File: config.mk
export PLATFORM = sky130hd
export DESIGN_NAME = bus_write_resolver
export DESIGN_NICKNAME = d
export VERILOG_FILES = /design/src/rtl/rsv_pkg.sv /design/src/rtl/write_census.sv /design/src/rtl/digit_sieve.sv /design/src/rtl/bus_write_resolver.sv
export SDC_FILE = /design/constraint.sdc
export NUM_CORES = 1
export LEC_CHECK = 0
export ABC_AREA = 0
export BUFFER_PORTS_ARGS = -buffer_cell sky130_fd_sc_hd__buf_2
export CORE_UTILIZATION = 55
export DETAILED_ROUTE_END_ITERATION = 6
export PLACE_DENSITY = 0.87
export SLEW_MARGIN = 5
export SYNTH_ARGS = -nofsm -noshare
export SYNTH_HDL_FRONTEND = slang
export SYNTH_SLANG_ARGS = --single-unit
export TNS_END_PERCENT = 20
File: constraint.sdc
create_clock -name clk -period 4.1 [get_ports clk]
set_input_delay 0.41 -clock clk [delete_from_list [all_inputs] [get_ports clk]]
set_output_delay 0.41 -clock clk [all_outputs]
set_load 0.05 [all_outputs]
File: src/rtl/rsv_pkg.sv
package rsv_pkg;

    typedef enum logic [1:0] {
        RULE_AGREE   = 2'd0,
        RULE_COLLIDE = 2'd1,
        RULE_ANY     = 2'd2,
        RULE_RANK    = 2'd3
    } rule_e;

    typedef enum logic {
        PH_WAIT  = 1'b0,
        PH_SIEVE = 1'b1
    } phase_e;

    // number of radix digits needed to write index ports-1
    function automatic int digits_for(input int ports, input int radix);
        int n;
        int span;
        n    = 1;
        span = radix;
        while (span < ports) begin
            span = span * radix;
            n    = n + 1;
        end
        return n;
    endfunction

    // digit at position pos of idx, written in base radix
    function automatic int digit_at(input int idx, input int pos, input int radix);
        int v;
        v = idx;
        for (int k = 0; k < pos; k++) begin
            v = v / radix;
        end
        return v % radix;
    endfunction

endpackage

File: src/rtl/write_census.sv
module write_census #(
    parameter int PORTS  = 9,
    parameter int DATA_W = 8,
    parameter int IDX_W  = 4
) (
    input  logic [PORTS-1:0]        en,
    input  logic [PORTS*DATA_W-1:0] data,
    output logic                    any_w,
    output logic                    multi_w,
    output logic [IDX_W-1:0]        lo_idx,
    output logic [IDX_W-1:0]        hi_idx,
    output logic                    agree
);

    logic             lo_found;
    logic [DATA_W-1:0] lo_word;

    always_comb begin
        lo_found = 1'b0;
        lo_idx   = '0;
        hi_idx   = '0;
        for (int p = 0; p < PORTS; p++) begin
            if (en[p]) begin
                if (!lo_found) begin
                    lo_idx   = IDX_W'(p);
                    lo_found = 1'b1;
                end
                hi_idx = IDX_W'(p);
            end
        end
        any_w   = |en;
        multi_w = $countones(en) > 1;
    end

    always_comb begin
        lo_word = '0;
        for (int p = 0; p < PORTS; p++) begin
            if (IDX_W'(p) == lo_idx) begin
                lo_word = data[p*DATA_W +: DATA_W];
            end
        end
        agree = 1'b1;
        for (int p = 0; p < PORTS; p++) begin
            if (en[p] && (data[p*DATA_W +: DATA_W] != lo_word)) begin
                agree = 1'b0;
            end
        end
    end

endmodule

File: src/rtl/digit_sieve.sv
module digit_sieve
    import rsv_pkg::*;
#(
    parameter int PORTS = 9,
    parameter int RADIX = 3,
    parameter int POS   = 0
) (
    input  logic [PORTS-1:0] active,
    output logic [PORTS-1:0] keep
);

    logic [RADIX-1:0] raised;
    logic             seen;
    int               min_val;

    // every survivor raises the line of its own digit value
    always_comb begin
        raised = '0;
        for (int p = 0; p < PORTS; p++) begin
            if (active[p]) begin
                raised[digit_at(p, POS, RADIX)] = 1'b1;
            end
        end
    end

    // smallest raised line wins
    always_comb begin
        seen    = 1'b0;
        min_val = 0;
        for (int v = 0; v < RADIX; v++) begin
            if (raised[v] && !seen) begin
                min_val = v;
                seen    = 1'b1;
            end
        end
    end

    always_comb begin
        for (int p = 0; p < PORTS; p++) begin
            keep[p] = active[p] && (digit_at(p, POS, RADIX) == min_val);
        end
    end

endmodule

File: src/rtl/bus_write_resolver.sv
module bus_write_resolver
    import rsv_pkg::*;
#(
    parameter int PORTS  = 9,
    parameter int RADIX  = 3,
    parameter int DATA_W = 8
) (
    input  logic                          clk,
    input  logic                          rst_n,
    input  logic                          start,
    input  logic [PORTS-1:0]              wr_en,
    input  logic [PORTS*DATA_W-1:0]       wr_data,
    input  logic [1:0]                    rule,
    output logic                          busy,
    output logic                          done,
    output logic [DATA_W-1:0]             bus_data,
    output logic                          collision,
    output logic                          idle,
    output logic [$clog2(PORTS)-1:0]      winner
);

    localparam int IDX_W  = $clog2(PORTS);
    localparam int DIGITS = digits_for(PORTS, RADIX);
    localparam int POS_W  = (DIGITS > 1) ? $clog2(DIGITS) : 1;

    typedef struct packed {
        phase_e                  ph;
        logic [POS_W-1:0]        pos;
        logic [PORTS-1:0]        act;
        logic [PORTS*DATA_W-1:0] held;
        logic [1:0]              rule;
        logic                    done;
        logic [DATA_W-1:0]       bus;
        logic                    coll;
        logic                    idle;
        logic [IDX_W-1:0]        win;
    } state_t;

    state_t s_d, s_q;

    function automatic logic [DATA_W-1:0] pick_word(
        input logic [PORTS*DATA_W-1:0] words,
        input logic [IDX_W-1:0]        idx
    );
        logic [DATA_W-1:0] w;
        w = '0;
        for (int p = 0; p < PORTS; p++) begin
            if (IDX_W'(p) == idx) begin
                w = words[p*DATA_W +: DATA_W];
            end
        end
        return w;
    endfunction

    function automatic logic [IDX_W-1:0] first_set(input logic [PORTS-1:0] v);
        logic [IDX_W-1:0] i;
        logic             hit;
        i   = '0;
        hit = 1'b0;
        for (int p = 0; p < PORTS; p++) begin
            if (v[p] && !hit) begin
                i   = IDX_W'(p);
                hit = 1'b1;
            end
        end
        return i;
    endfunction

    // request census on the live inputs
    logic             c_any, c_multi, c_agree;
    logic [IDX_W-1:0] c_lo, c_hi;

    write_census #(
        .PORTS (PORTS),
        .DATA_W(DATA_W),
        .IDX_W (IDX_W)
    ) i_census (
        .en     (wr_en),
        .data   (wr_data),
        .any_w  (c_any),
        .multi_w(c_multi),
        .lo_idx (c_lo),
        .hi_idx (c_hi),
        .agree  (c_agree)
    );

    // one sieve per digit position, selected by the pass counter
    logic [PORTS-1:0] keep [DIGITS];

    for (genvar g = 0; g < DIGITS; g++) begin : g_sieve
        digit_sieve #(
            .PORTS(PORTS),
            .RADIX(RADIX),
            .POS  (g)
        ) i_sieve (
            .active(s_q.act),
            .keep  (keep[g])
        );
    end

    logic [PORTS-1:0] survivors;
    assign survivors = keep[s_q.pos];

    always_comb begin
        s_d      = s_q;
        s_d.done = 1'b0;
        case (s_q.ph)
            PH_WAIT: begin
                if (start) begin
                    s_d.rule = rule;
                    if ((rule == RULE_RANK) && c_any) begin
                        s_d.ph   = PH_SIEVE;
                        s_d.act  = wr_en;
                        s_d.held = wr_data;
                        s_d.pos  = POS_W'(DIGITS - 1);
                    end else begin
                        s_d.done = 1'b1;
                        s_d.coll = 1'b0;
                        s_d.idle = 1'b0;
                        s_d.win  = '0;
                        s_d.bus  = '0;
                        if (!c_any) begin
                            s_d.idle = 1'b1;
                        end else begin
                            case (rule_e'(rule))
                                RULE_AGREE: begin
                                    if (c_agree) begin
                                        s_d.bus = pick_word(wr_data, c_lo);
                                        s_d.win = c_lo;
                                    end else begin
                                        s_d.bus  = '1;
                                        s_d.coll = 1'b1;
                                    end
                                end
                                RULE_COLLIDE: begin
                                    if (c_multi) begin
                                        s_d.bus  = '1;
                                        s_d.coll = 1'b1;
                                    end else begin
                                        s_d.bus = pick_word(wr_data, c_lo);
                                        s_d.win = c_lo;
                                    end
                                end
                                default: begin
                                    s_d.bus = pick_word(wr_data, c_hi);
                                    s_d.win = c_hi;
                                end
                            endcase
                        end
                    end
                end
            end
            default: begin
                s_d.act = survivors;
                if (s_q.pos == '0) begin
                    s_d.ph   = PH_WAIT;
                    s_d.done = 1'b1;
                    s_d.coll = 1'b0;
                    s_d.idle = 1'b0;
                    s_d.win  = first_set(survivors);
                    s_d.bus  = pick_word(s_q.held, first_set(survivors));
                end else begin
                    s_d.pos = s_q.pos - 1'b1;
                end
            end
        endcase
    end

    always_ff @(posedge clk or negedge rst_n) begin
        if (!rst_n) begin
            s_q <= '0;
        end else begin
            s_q <= s_d;
        end
    end

    assign busy      = (s_q.ph == PH_SIEVE);
    assign done      = s_q.done;
    assign bus_data  = s_q.bus;
    assign collision = s_q.coll;
    assign idle      = s_q.idle;
    assign winner    = s_q.win;

    // collision word always accompanies the collision flag
    assert_coll_word_R4: assert property (@(posedge clk) disable iff (!rst_n)
        s_q.coll |-> (s_q.bus == {DATA_W{1'b1}}));

    // idle result is quiet
    assert_idle_quiet_R2: assert property (@(posedge clk) disable iff (!rst_n)
        s_q.idle |-> ((s_q.bus == '0) && !s_q.coll && (s_q.win == '0)));

    // a pass never revives a port
    assert_sieve_subset_R10: assert property (@(posedge clk) disable iff (!rst_n)
        (s_q.ph == PH_SIEVE) && $past(s_q.ph == PH_SIEVE)
            |-> ((s_q.act & ~$past(s_q.act)) == '0));

    // the survivor set never empties
    assert_sieve_nonempty_R10: assert property (@(posedge clk) disable iff (!rst_n)
        (s_q.ph == PH_SIEVE) |-> (s_q.act != '0));

    // after the final pass exactly one survivor remains
    assert_single_survivor_R10: assert property (@(posedge clk) disable iff (!rst_n)
        (s_q.ph == PH_SIEVE) && (s_q.pos == '0) |=> $onehot(s_q.act));

    // no result while the elimination runs
    assert_no_done_busy_R8: assert property (@(posedge clk) disable iff (!rst_n)
        busy |-> !done);

    // request in flight is not replaced
    assert_start_ignored_R9: assert property (@(posedge clk) disable iff (!rst_n)
        (s_q.ph == PH_SIEVE) && $past(s_q.ph == PH_SIEVE)
            |-> ((s_q.rule == $past(s_q.rule)) && (s_q.held == $past(s_q.held))));

endmodule

# [Word-level counts from Yosys, hierarchy flattened]
# Cells that the tools add are included.
[word_totals] register_bits=100 latchBits=0 ramBits=0 rom_bits=0 output_inout_bits=16 elab_cells=279 memories=0
[classes] n_addsub=9 n_mul=0 div=0 magnitude_cmp=2 n_eq_ne=41 shifts=0 muxes=150 bitwise_logic=2 n_reduce_logical=65
[ops] op="$mux 8" count=29
[ops] op="$mux 4" count=28
[ops] op="$mux 100" count=1
[ops] op="$add 32x32->32" count=3
[ops] op="$mux 83" count=1
[ops] op="$mux 1" count=72
[ops] op="$ne 8x8->1" count=9
[ops] op="$logic_not 32->1" count=2
[ops] op="$eq 3x4->1 const A" count=12
[ops] op="$mux 15" count=3
[ops] op="$logic_and 1x1->1" count=40
[ops] op="$mux 9" count=4
[ops] op="$add 32x1->32" count=1
[ops] op="$gt 32x2->1 const B" count=1
[ops] op="$eq 2x4->1 const A" count=6
[ops] op="$pmux 8 s2" count=1
[ops] op="$eq 1x4->1 const A" count=3
[ops] op="$eq 4x4->1 const A" count=3
[ops] op="$logic_not 1->1" count=12
[ops] op="$logic_not 4->1" count=3
[ops] op="$mux 3" count=4
[ops] op="$mux 11" count=1
[ops] op="$reduce_or 9->1" count=1
[ops] op="$add 1x1->2" count=4
[ops] op="16 further kinds" count=25

# [Depth between registers and ports, before layout]
# Gate-level depths: netlist (run 1).
[depth] depth_word=70 ltp_mapped=18 ltp_nobuf=15

# [Modules after synthesis]
# From an unflattened synthesis (run 1), not the netlist that was laid out.
[hier_totals] hier_cells=1082 area_unflattened_um2=9380.2
[modules_own_cells] module="bus_write_resolver" n_inst=1 cells_per_inst=601 area_each_um2=6107.1
[modules_own_cells] module="write_census" n_inst=1 cells_per_inst=457 area_each_um2=3118.0
[modules_own_cells] module="digit_sieve" n_inst=2 cells_per_inst=12 area_each_um2=77.6

# [Least setup slack after synthesis (run 1)]
# OpenSTA, ideal clock, no wires.
[synth_timing] kind="input port to flip-flop" from="input port wr_en[5]" to="register s_q, in the netlist bus_data[3]" setup_time_ps=130 t_arrival_ps=3750 slack_ps=221 path_stages=15 path_buffers=3 path_cell_list="buf_2 > or4_1 > or2_1 > clkbuf_1 > nor2_2 > a221oi_1 > a211oi_4 > xor2_1 > a2111oi_0 > a41oi_1 > nor4_2 > a41oi_1 > buf_2 > o21ai_1 > a31oi_1"
[synth_via] elab_chain_len=34 word_cells_on_any_way=93 cone_classes="4 x add/sub; 1 x order compare; 26 x eq/ne; 48 x mux; 14 x reduce/logical"
[synth_lines] item="start, declared" line="bus_write_resolver.sv:11" rtl="input logic [PORTS-1:0] wr_en,"
[synth_lines] item="parallel branches: the longest is 34 deep, another holds $add 32x32->32"
[synth_lines] item="end signal, assigned" line="bus_write_resolver.sv:171" rtl="s_q <= '0;"
[synth_lines] item="end signal, assigned" line="bus_write_resolver.sv:173" rtl="s_q <= s_d;"
[synth_lines] item="end, declared" line="bus_write_resolver.sv:39" rtl="state_t s_d, s_q;"
# Several ways; the timed one is not identified. The select of a mux whose other input is x is not followed.
# A chain may end at the register's enable or synchronous reset.

# [Worst setup path in the final report (run 1)]
[layout_timing] from="input port wr_en[1]" to="register s_q, in the netlist winner[1]"
[layout_via] elab_chain_len=42 word_cells_on_any_way=83 cone_classes="4 x add/sub; 1 x order compare; 18 x eq/ne; 47 x mux; 13 x reduce/logical"
[layout_lines] item="$mux 4 or $mux 1 (tied branches)" line="write_census.sv:23" rtl="if (en[p]) begin"
[layout_lines] item="$mux 4" line="write_census.sv:24" rtl="if (!lo_found) begin"
[layout_lines] item="$mux 4" line="write_census.sv:23"
[layout_lines] item="$mux 4" line="write_census.sv:24"
[layout_lines] item="$mux 4" line="write_census.sv:23"
[layout_lines] item="$mux 4" line="write_census.sv:24"
[layout_lines] item="$mux 4" line="write_census.sv:23"
[layout_lines] item="$mux 4" line="write_census.sv:24"
[layout_lines] item="[18 not listed]"
[layout_lines] item="$logic_and 1x1->1" line="write_census.sv:44" rtl="if (en[p] && (data[p*DATA_W +: DATA_W] != lo_word)) begin"
[layout_lines] item="$mux 1 (9 in series)" line="write_census.sv:44"
[layout_lines] item="$mux 4" line="bus_write_resolver.sv:127" rtl="if (c_agree) begin"
[layout_lines] item="$pmux 4 s2" line="bus_write_resolver.sv:125" rtl="case (rule_e'(rule))"
[layout_lines] item="$mux 4" line="bus_write_resolver.sv:122" rtl="if (!c_any) begin"
[layout_lines] item="$mux 15" line="bus_write_resolver.sv:111" rtl="if ((rule == RULE_RANK) && c_any) begin"
[layout_lines] item="$mux 100" line="bus_write_resolver.sv:109" rtl="if (start) begin"
[layout_lines] item="$mux 15" line="bus_write_resolver.sv:107" rtl="case (s_q.ph)"
# Several ways; a longest one is shown, not always the timed one. The select of a mux whose other input is x is not followed.

==> results of run 1 <==
==> state kept, by name, summed over array words and instances (netlist names) <==
register / count
bus_data: 8
busy: 1
collision: 1
done: 1
idle: 1
s_q: 82
winner: 4
==> worst max-delay path, delay by kind of cell <==
family / cells / cell delay, ns
buffers and inverters: 9 / 1.37
adder cells (fa/ha/maj): 1 / 0.22
AND/OR/NAND/NOR: 2 / 0.54
AO/OA/AOI/OAI: 8 / 1.62
XOR/XNOR: 1 / 0.07
==> routing by layer <==
metal / up-vias / routed length, um / GRT usage [%]
met5: - / 0 / 0
met1: 4296 / 13600 / 61.9
met2: 816 / 15500 / 74.9
li1: 3863 / - / -
met4: 0 / 2860 / 29.2
met3: 233 / 5190 / 17.0
==> repair_timing <==
action	CTS	global route
endpoints found under the setup margin	11	13
resized for setup	2	41
buffers inserted	0	4
pin swaps	0	6
==> metrics by stage <==
step           instances  power, W
2_1_floorplan        936   0.00337
6_report            1321   0.00537
4_1_cts             1316   0.00519
3_5_place_dp        1300   0.00430
3_3_place_gp        1300   0.00420
5_1_grt             1320   0.00557
==> cells by family after synthesis <==
logic type      share of synthesized area (%)
fa+ha+maj                                2.95
mux                                      12.2
simple gates                             16.8
flops                                    30.4
xor+xnor                                 6.41
compound gates                           25.8
buf+inv                                  5.48
==> Yosys cell counts, types with 8 or more instances <==
cell       n  area (um2)
a211oi_1  11        82.6
a21oi_1   69         345
a221oi_1  26         228
a31oi_1   12        75.1
buf_2     11        55.1
buf_4     12        90.1
clkbuf_1  36         135
dfrtp_1   98        2450
ha_1      11         138
inv_1     36         135
mux2_2    72         811
mux2i_1   17         170
nand2_1   94         353
nand2b_1  12        75.1
nand3_1   12        60.1
nor2_1    73         274
nor2b_1   12        75.1
nor3_1    25         125
nor4_1     8        50.1
o211ai_1  11        82.6
o21ai_0   41         205
o21ai_1   11        55.1
o22ai_1   13        81.3
o31ai_1    9        67.6
xnor2_1   43         377
xor2_1    16         140
==> power by group <==
group / internal [W] / total (W) / leakage (nW) / switching, W
Sequential: 0.00140 / 0.00173 / 1.19 / 0.000330
Clock: 0.000435 / 0.000899 / 0.149 / 0.000463
Combinational: 0.00107 / 0.00274 / 3.02 / 0.00167
Total: 0.00291 / 0.00537 / 4.36 / 0.00246
==> cells in the final DEF (no fill, tap or decap), drive strengths merged, types with 8 or more instances in the layout <==
cell,netlist,final
clkbuf,36,9
a21oi,70,70
o21ai,53,53
inv,38,40
o31ai,11,11
a2111oi,9,9
nand2b,12,12
buf,26,250
dfrtp,98,98
ha,11,11
a221oi,27,27
xor2,16,16
a31oi,12,12
a211oi,13,13
nor3,27,27
a22oi,8,8
nand2,94,94
mux2,72,72
xnor2,43,43
o211ai,12,12
o22ai,14,14
nor2b,12,12
mux2i,17,17
nor2,76,76
nor4,10,10
nand3,12,12
==> how the worst min path moves through the flow <==
stage                                 from                       to  slack (ns)  cells past startpoint
after global routing                 rst_n      s_q[37]$_DFFE_PN0P_        0.23                      1
after floorplan                      rst_n  bus_data[0]$_DFFE_PN0P_        0.11                      0
final                                rst_n      s_q[96]$_DFFE_PN0P_        0.17                      1
after global placement    idle$_DFFE_PN0P_         idle$_DFFE_PN0P_        0.45                      2
after detailed placement  idle$_DFFE_PN0P_         idle$_DFFE_PN0P_        0.48                      2
after CTS                            rst_n      s_q[96]$_DFFE_PN0P_        0.17                      1
==> layout make-up <==
class | count | area [um2]
diodes | 1 | 2.50
clock buffers | 9 | 225
clock inverters | 7 | 81.3
fillers | 1102 | 3910
inverters | 40 | 150
multi-input cells | 736 | 5390
flip-flops and latches | 98 | 2450
well taps | 180 | 225
repair buffers | 250 | 1660
==> reports/qor.txt, run 1 <==
run status = complete, but fails checks
failing checks = DRC
Setup-failing EPs final = 0
Remaining Overflow, GRT = 0
first-pass GRT wire length = 53700 um
initial antenna violation count = 2
1st-iter DRT viols = 1244
Die W = 123 um
Final Cycle Share = 97.0%
final worst slack = 0.125 ns
cells after synthesis = 936
GRT Util Overall = 49.8%
via/cell ratio = 6.97
net count after synthesis = 1038
Crit Path Class = primary input to flip-flop
sequential cell area fraction in the yosys report = 30.4%
type of the most critical hold path = primary input to async pin
Starting Density = 57.2%
clock buffer depth = 2
DIE HEIGHT = 123 um
Num Clock Sinks = 98
max incr delay on CP = 0.41 ns
Final #Nets = 1237
FF-to-FF path depth = 13
drt wl/cell = 28.2 um
Finished Core Util = 72.2%
Setup TNS Final = 0 ns
Rel. slew slack = 22.8%
maxcap violations = 0
PwrDens = 527 nW/um2
Worst VDD drop = 333 uV
Place WS = -0.563 ns
slowest stage cell on the critical path = a221o_1
Pins Over Slew Limit = 0
P_leak = 4.36 nW
Rows = 43
crit path to = winner[1]$_DFFE_PN0P_
worst flop-to-flop path endpoint = bus_data[0]$_DFFE_PN0P_
Worst Path Required = 4.37 ns
Cell variety after synth = 83
EDFF count, synth = 0
final hold slack = 0.170 ns
drt drc = 1
antenna-violating nets left = 0
synthesized flop and latch total = 98
final WL = 37200 um
H-tree depth = 3
I/O Buffers = 101
r2r setup slk = 0.58 ns
worst r2r src = s_q[89]$_DFFE_PN0P_
synth warn = 0
Cell Area, Synth = 8060 um2
final hold viol count = 0
Syn-to-layout area delta = 26.3%
post-route cell area = 10200 um2
startpoint types = primary input
syn_area_per_cell = 8.61 um2
GP Congestion = 1.12
Pre-antenna DRT Iters = 7
Critical Path End Type = flip-flop
DPL Wire Length = 28800 um
CP cell instances = buf_2 > inv_1 > ha_4 > inv_2 > a211oi_4 > buf_4 > a22oi_2 > buf_6 > a22o_1 > a221o_1 > buf_4 > a21oi_4 > buf_4 > xnor2_1 > nor3_1 > a41oi_2 > nor4_4 > a41oi_1 > buf_4 > buf_4 > o31ai_2
RSZ-0062 raised after global routing = no
CTS tree = yes
cell mode on critical path = buf_4
Synth async-reset ratio = 100%
vias in the first global route = 8624
Clk Tree Root Cell = clkbuf_16
data arrival time of the worst path = 4.25 ns
crit path launch = wr_en[1]
worst clock skew = 0.0110 ns
Worst-path clk slew = 0.08 ns
minimum clock period after layout = 3.98 ns
via count = 9208
cts hold-fix bufs = 0
I/O pin cnt = 102
Synth Flop Type = dfrtp_1
Core Footprint = 14100 um2
measured slew at the worst slew-check pin = 1.16 ns
worst-skew pair later-pin latency = 0.37 ns
fmax = 252 MHz
Inserted Clock Buffers = 9
share of layout cells above drive strength 1 = 35.3%
largest net degree at the start of global routing = 84
placed instance area = 9630 um2
die area = 15100 um2
crit-path max FO = 10
Note: power is estimated with default switching activity, not from simulation.
==> inputs of run 2 (changes only) <==
ABC_AREA = 1   (was 0)
PLACE_DENSITY = 0.88   (was 0.87)
==> run 2 against run 1 <==
Net effect: cell count grew 11%; critical path depth shrank 2; register-to-register slack worse by 0.16 ns; the run still ends with DRC left; area after synthesis decreased by 3.3%.
==> reports/qor.txt, run 2 <==
run status = complete, but fails checks
failing checks = DRC
clock buffer depth = 2
H-tree depth = 3
P_leak = 4.56 nW
Setup-failing EPs final = 0
Final #Nets = 1381
cell mode on critical path = nor2_1
final WL = 27500 um
postcts setup bufs = 0
syn_area_per_cell = 6.55 um2
Critical Path End Type = flip-flop
drt drc = 20
final hold viol count = 0
Worst-path clk slew = 0.07 ns
PwrDens = 540 nW/um2
Num Clock Sinks = 98
Synth Flop Type = dfrtp_1
Tot Pwr = 0.00472 W
Die W = 121 um
commonest non-fill, non-tap cells in the layout = nand2_1 (393), inv_1 (155), nand3_1 (115), o21ai_0 (101), buf_2 (100)
die area = 14700 um2
max incr delay on CP = 0.38 ns
synth warn = 0
startpoint types = flip-flop
maxcap violations = 0
I/O Buffers = 101
slowest stage cell on the critical path = dfrtp_1
type of the most critical hold path = primary input to async pin
Cell variety after synth = 44
sequential cell area fraction in the yosys report = 31.4%
Synth area leaders = dfrtp_1 (31%), nand2_1 (19%), inv_1 (7.5%)
largest net degree at the start of global routing = 75
post-synth top area share = 31.4%
Core Footprint = 13900 um2
RSZ-0062 raised after global routing = no
Worst Path Required = 4.35 ns
I/O pin cnt = 102
Syn-to-layout area delta = 12.0%
GRT Util Overall = 39.9%
via/cell ratio = 5.96
Starting Density = 56.2%
worst-skew pair later-pin latency = 0.37 ns
most common cell after layout, fill and taps aside = nand2_1
Setup TNS Final = 0 ns
worst path buffer plus inverter count = 2
antenna-violating nets left = 0
Remaining Overflow, GRT = 0
n_diodes = 0
drt wl/cell = 18.8 um
CTS tree = yes
GP Congestion = 1.02
Crit Path Class = flip-flop to flip-flop
Final Cycle Share = 89.8%
Inserted Clock Buffers = 9
Clk Tree Root Cell = clkbuf_16
Post-synth top cells = nand2_1 (393), inv_1 (156), nand3_1 (115), o21ai_0 (101), dfrtp_1 (98)
minimum clock period after layout = 3.68 ns
measured slew at the worst slew-check pin = 0.956 ns
DIE HEIGHT = 121 um
Rel. slew slack = 36.2%
DPL Wire Length = 21800 um
synthesized flop and latch total = 98
fillers = 1360
Largest Register = s_q
largest area contributor in the synthesized netlist = dfrtp_1
first-pass GRT wire length = 44100 um
net count after synthesis = 1292
data arrival time of the worst path = 3.93 ns
worst clock skew = 0.00562 ns
Pre-antenna DRT Iters = 7
Worst VDD drop = 284 uV
Pins Over Slew Limit = 0
EDFF count, synth = 0
Top Family by Delay on Critical Path = simple AND/OR/NAND/NOR gates
initial antenna violation count = 0
cells after synthesis = 1190
share of layout cells above drive strength 1 = 14.4%
Cell Area, Synth = 7800 um2
Synth async-reset ratio = 100%
Rows = 43
via count = 8726
most frequent cell after synthesis = nand2_1
1st-iter DRT viols = 1134
crit-path max FO = 6
vias in the first global route = 8219
fmax = 272 MHz
CP cell instances = inv_1 > nand3_1 > inv_1 > a21oi_2 > nor2_1 > nor2_1 > nand4_1 > nor2_1 > nand2_1 > nand3_1 > nor2_1 > nand2_1 > o22ai_1 > a21oi_1 > o21ai_0 > a21oi_1 > o211ai_1 > o21ai_1 > nand3_1
Largest register FFs = 82
## run 2: routing by layer
layer | track usage [%] | wire length, um | up-vias
met5 | 0 | 0 | -
met4 | 23.7 | 1600 | 0
met3 | 5.22 | 2570 | 97
met2 | 62.4 | 12300 | 526
met1 | 52.8 | 11000 | 4035
li1 | - | - | 4068
## run 2: final cells by class
class	count	area (um2)	area share (%)
Multi-Input combinational cell	887	4520	51.7
Tap cell	180	225	2.58
Sequential cell	98	2450	28.1
Inverter	166	623	7.13
Clock inverter	6	53.8	0.616
Clock buffer	10	239	2.74
Timing Repair Buffer	117	628	7.19
## run 2: what timing repair did
| action | 4_1_cts | 5_1_grt |
|---|---|---|
| hold buffers | 0 | 0 |
| resized for setup | 0 | 1 |
| endpoints found under the setup margin | 0 | 1 |
## run 2: through the flow
| stage | area [um2] | setup slack [ns] | std cells | hold WS [ns] | util, % |
|---|---|---|---|---|---|
| 3_5_place_dp | 8440 | 0.240 | 1448 | 0.466 | 60.8 |
| 3_3_place_gp | 8440 | 0.320 | 1448 | 0.459 | 60.8 |
| 2_1_floorplan | 7800 | 1.03 | 1190 | 0.114 | - |
| 5_1_grt | 8740 | 0.0253 | 1464 | 0.285 | 62.9 |
| 6_report | 8740 | 0.420 | 1464 | 0.177 | 62.9 |
| 4_1_cts | 8730 | 0.419 | 1464 | 0.223 | 62.9 |
## run 2: worst reg2reg max path, cell delays in order, from the launching register on
cell      delay, ns
dfrtp_1        0.38
inv_1          0.12
nand3_1        0.13
inv_1          0.07
a21oi_2        0.18
nor2_1         0.11
nor2_1         0.23
nand4_1        0.28
nor2_1         0.21
nand2_1        0.20
nand3_1        0.20
nor2_1         0.05
nand2_1        0.31
o22ai_1        0.12
a21oi_1        0.13
o21ai_0        0.12
a21oi_1        0.31
o211ai_1       0.14
o21ai_1        0.18
nand3_1        0.10
## run 2: where the power goes
group	leakage (nW)	total [W]	switching, W	internal (W)
Combinational	3.19	0.00228	0.00162	0.000667
Sequential	1.23	0.00159	0.000215	0.00138
Clock	0.137	0.000840	0.000406	0.000434
## run 2: final timing paths
kind                            depth (start not counted)                      end           startpoint  slack (ns)
max in group asynchronous                               2      s_q[55]$_DFFE_PN0P_                rst_n        3.00
worst min-delay path                                    1      s_q[33]$_DFFE_PN0P_                rst_n        0.18
min in group clk                                        3      s_q[42]$_DFFE_PN0P_          wr_data[25]        0.29
worst min register to register                          2      s_q[25]$_DFFE_PN0P_  s_q[25]$_DFFE_PN0P_        0.48
worst max register to register                         19  bus_data[3]$_DFFE_PN0P_  s_q[89]$_DFFE_PN0P_        0.42
worst max-delay path                                   19  bus_data[3]$_DFFE_PN0P_  s_q[89]$_DFFE_PN0P_        0.42
## run 2: cells by family (layout without fill, tap and decap cells)
kind of cell,Yosys count,count (layout),synth area share [%]
simple gates,668,668,38.5
compound gates,191,191,14.9
fa+ha+maj,16,16,3.05
xor+xnor,12,12,1.35
flops,98,98,31.4
buf+inv,205,299,10.7
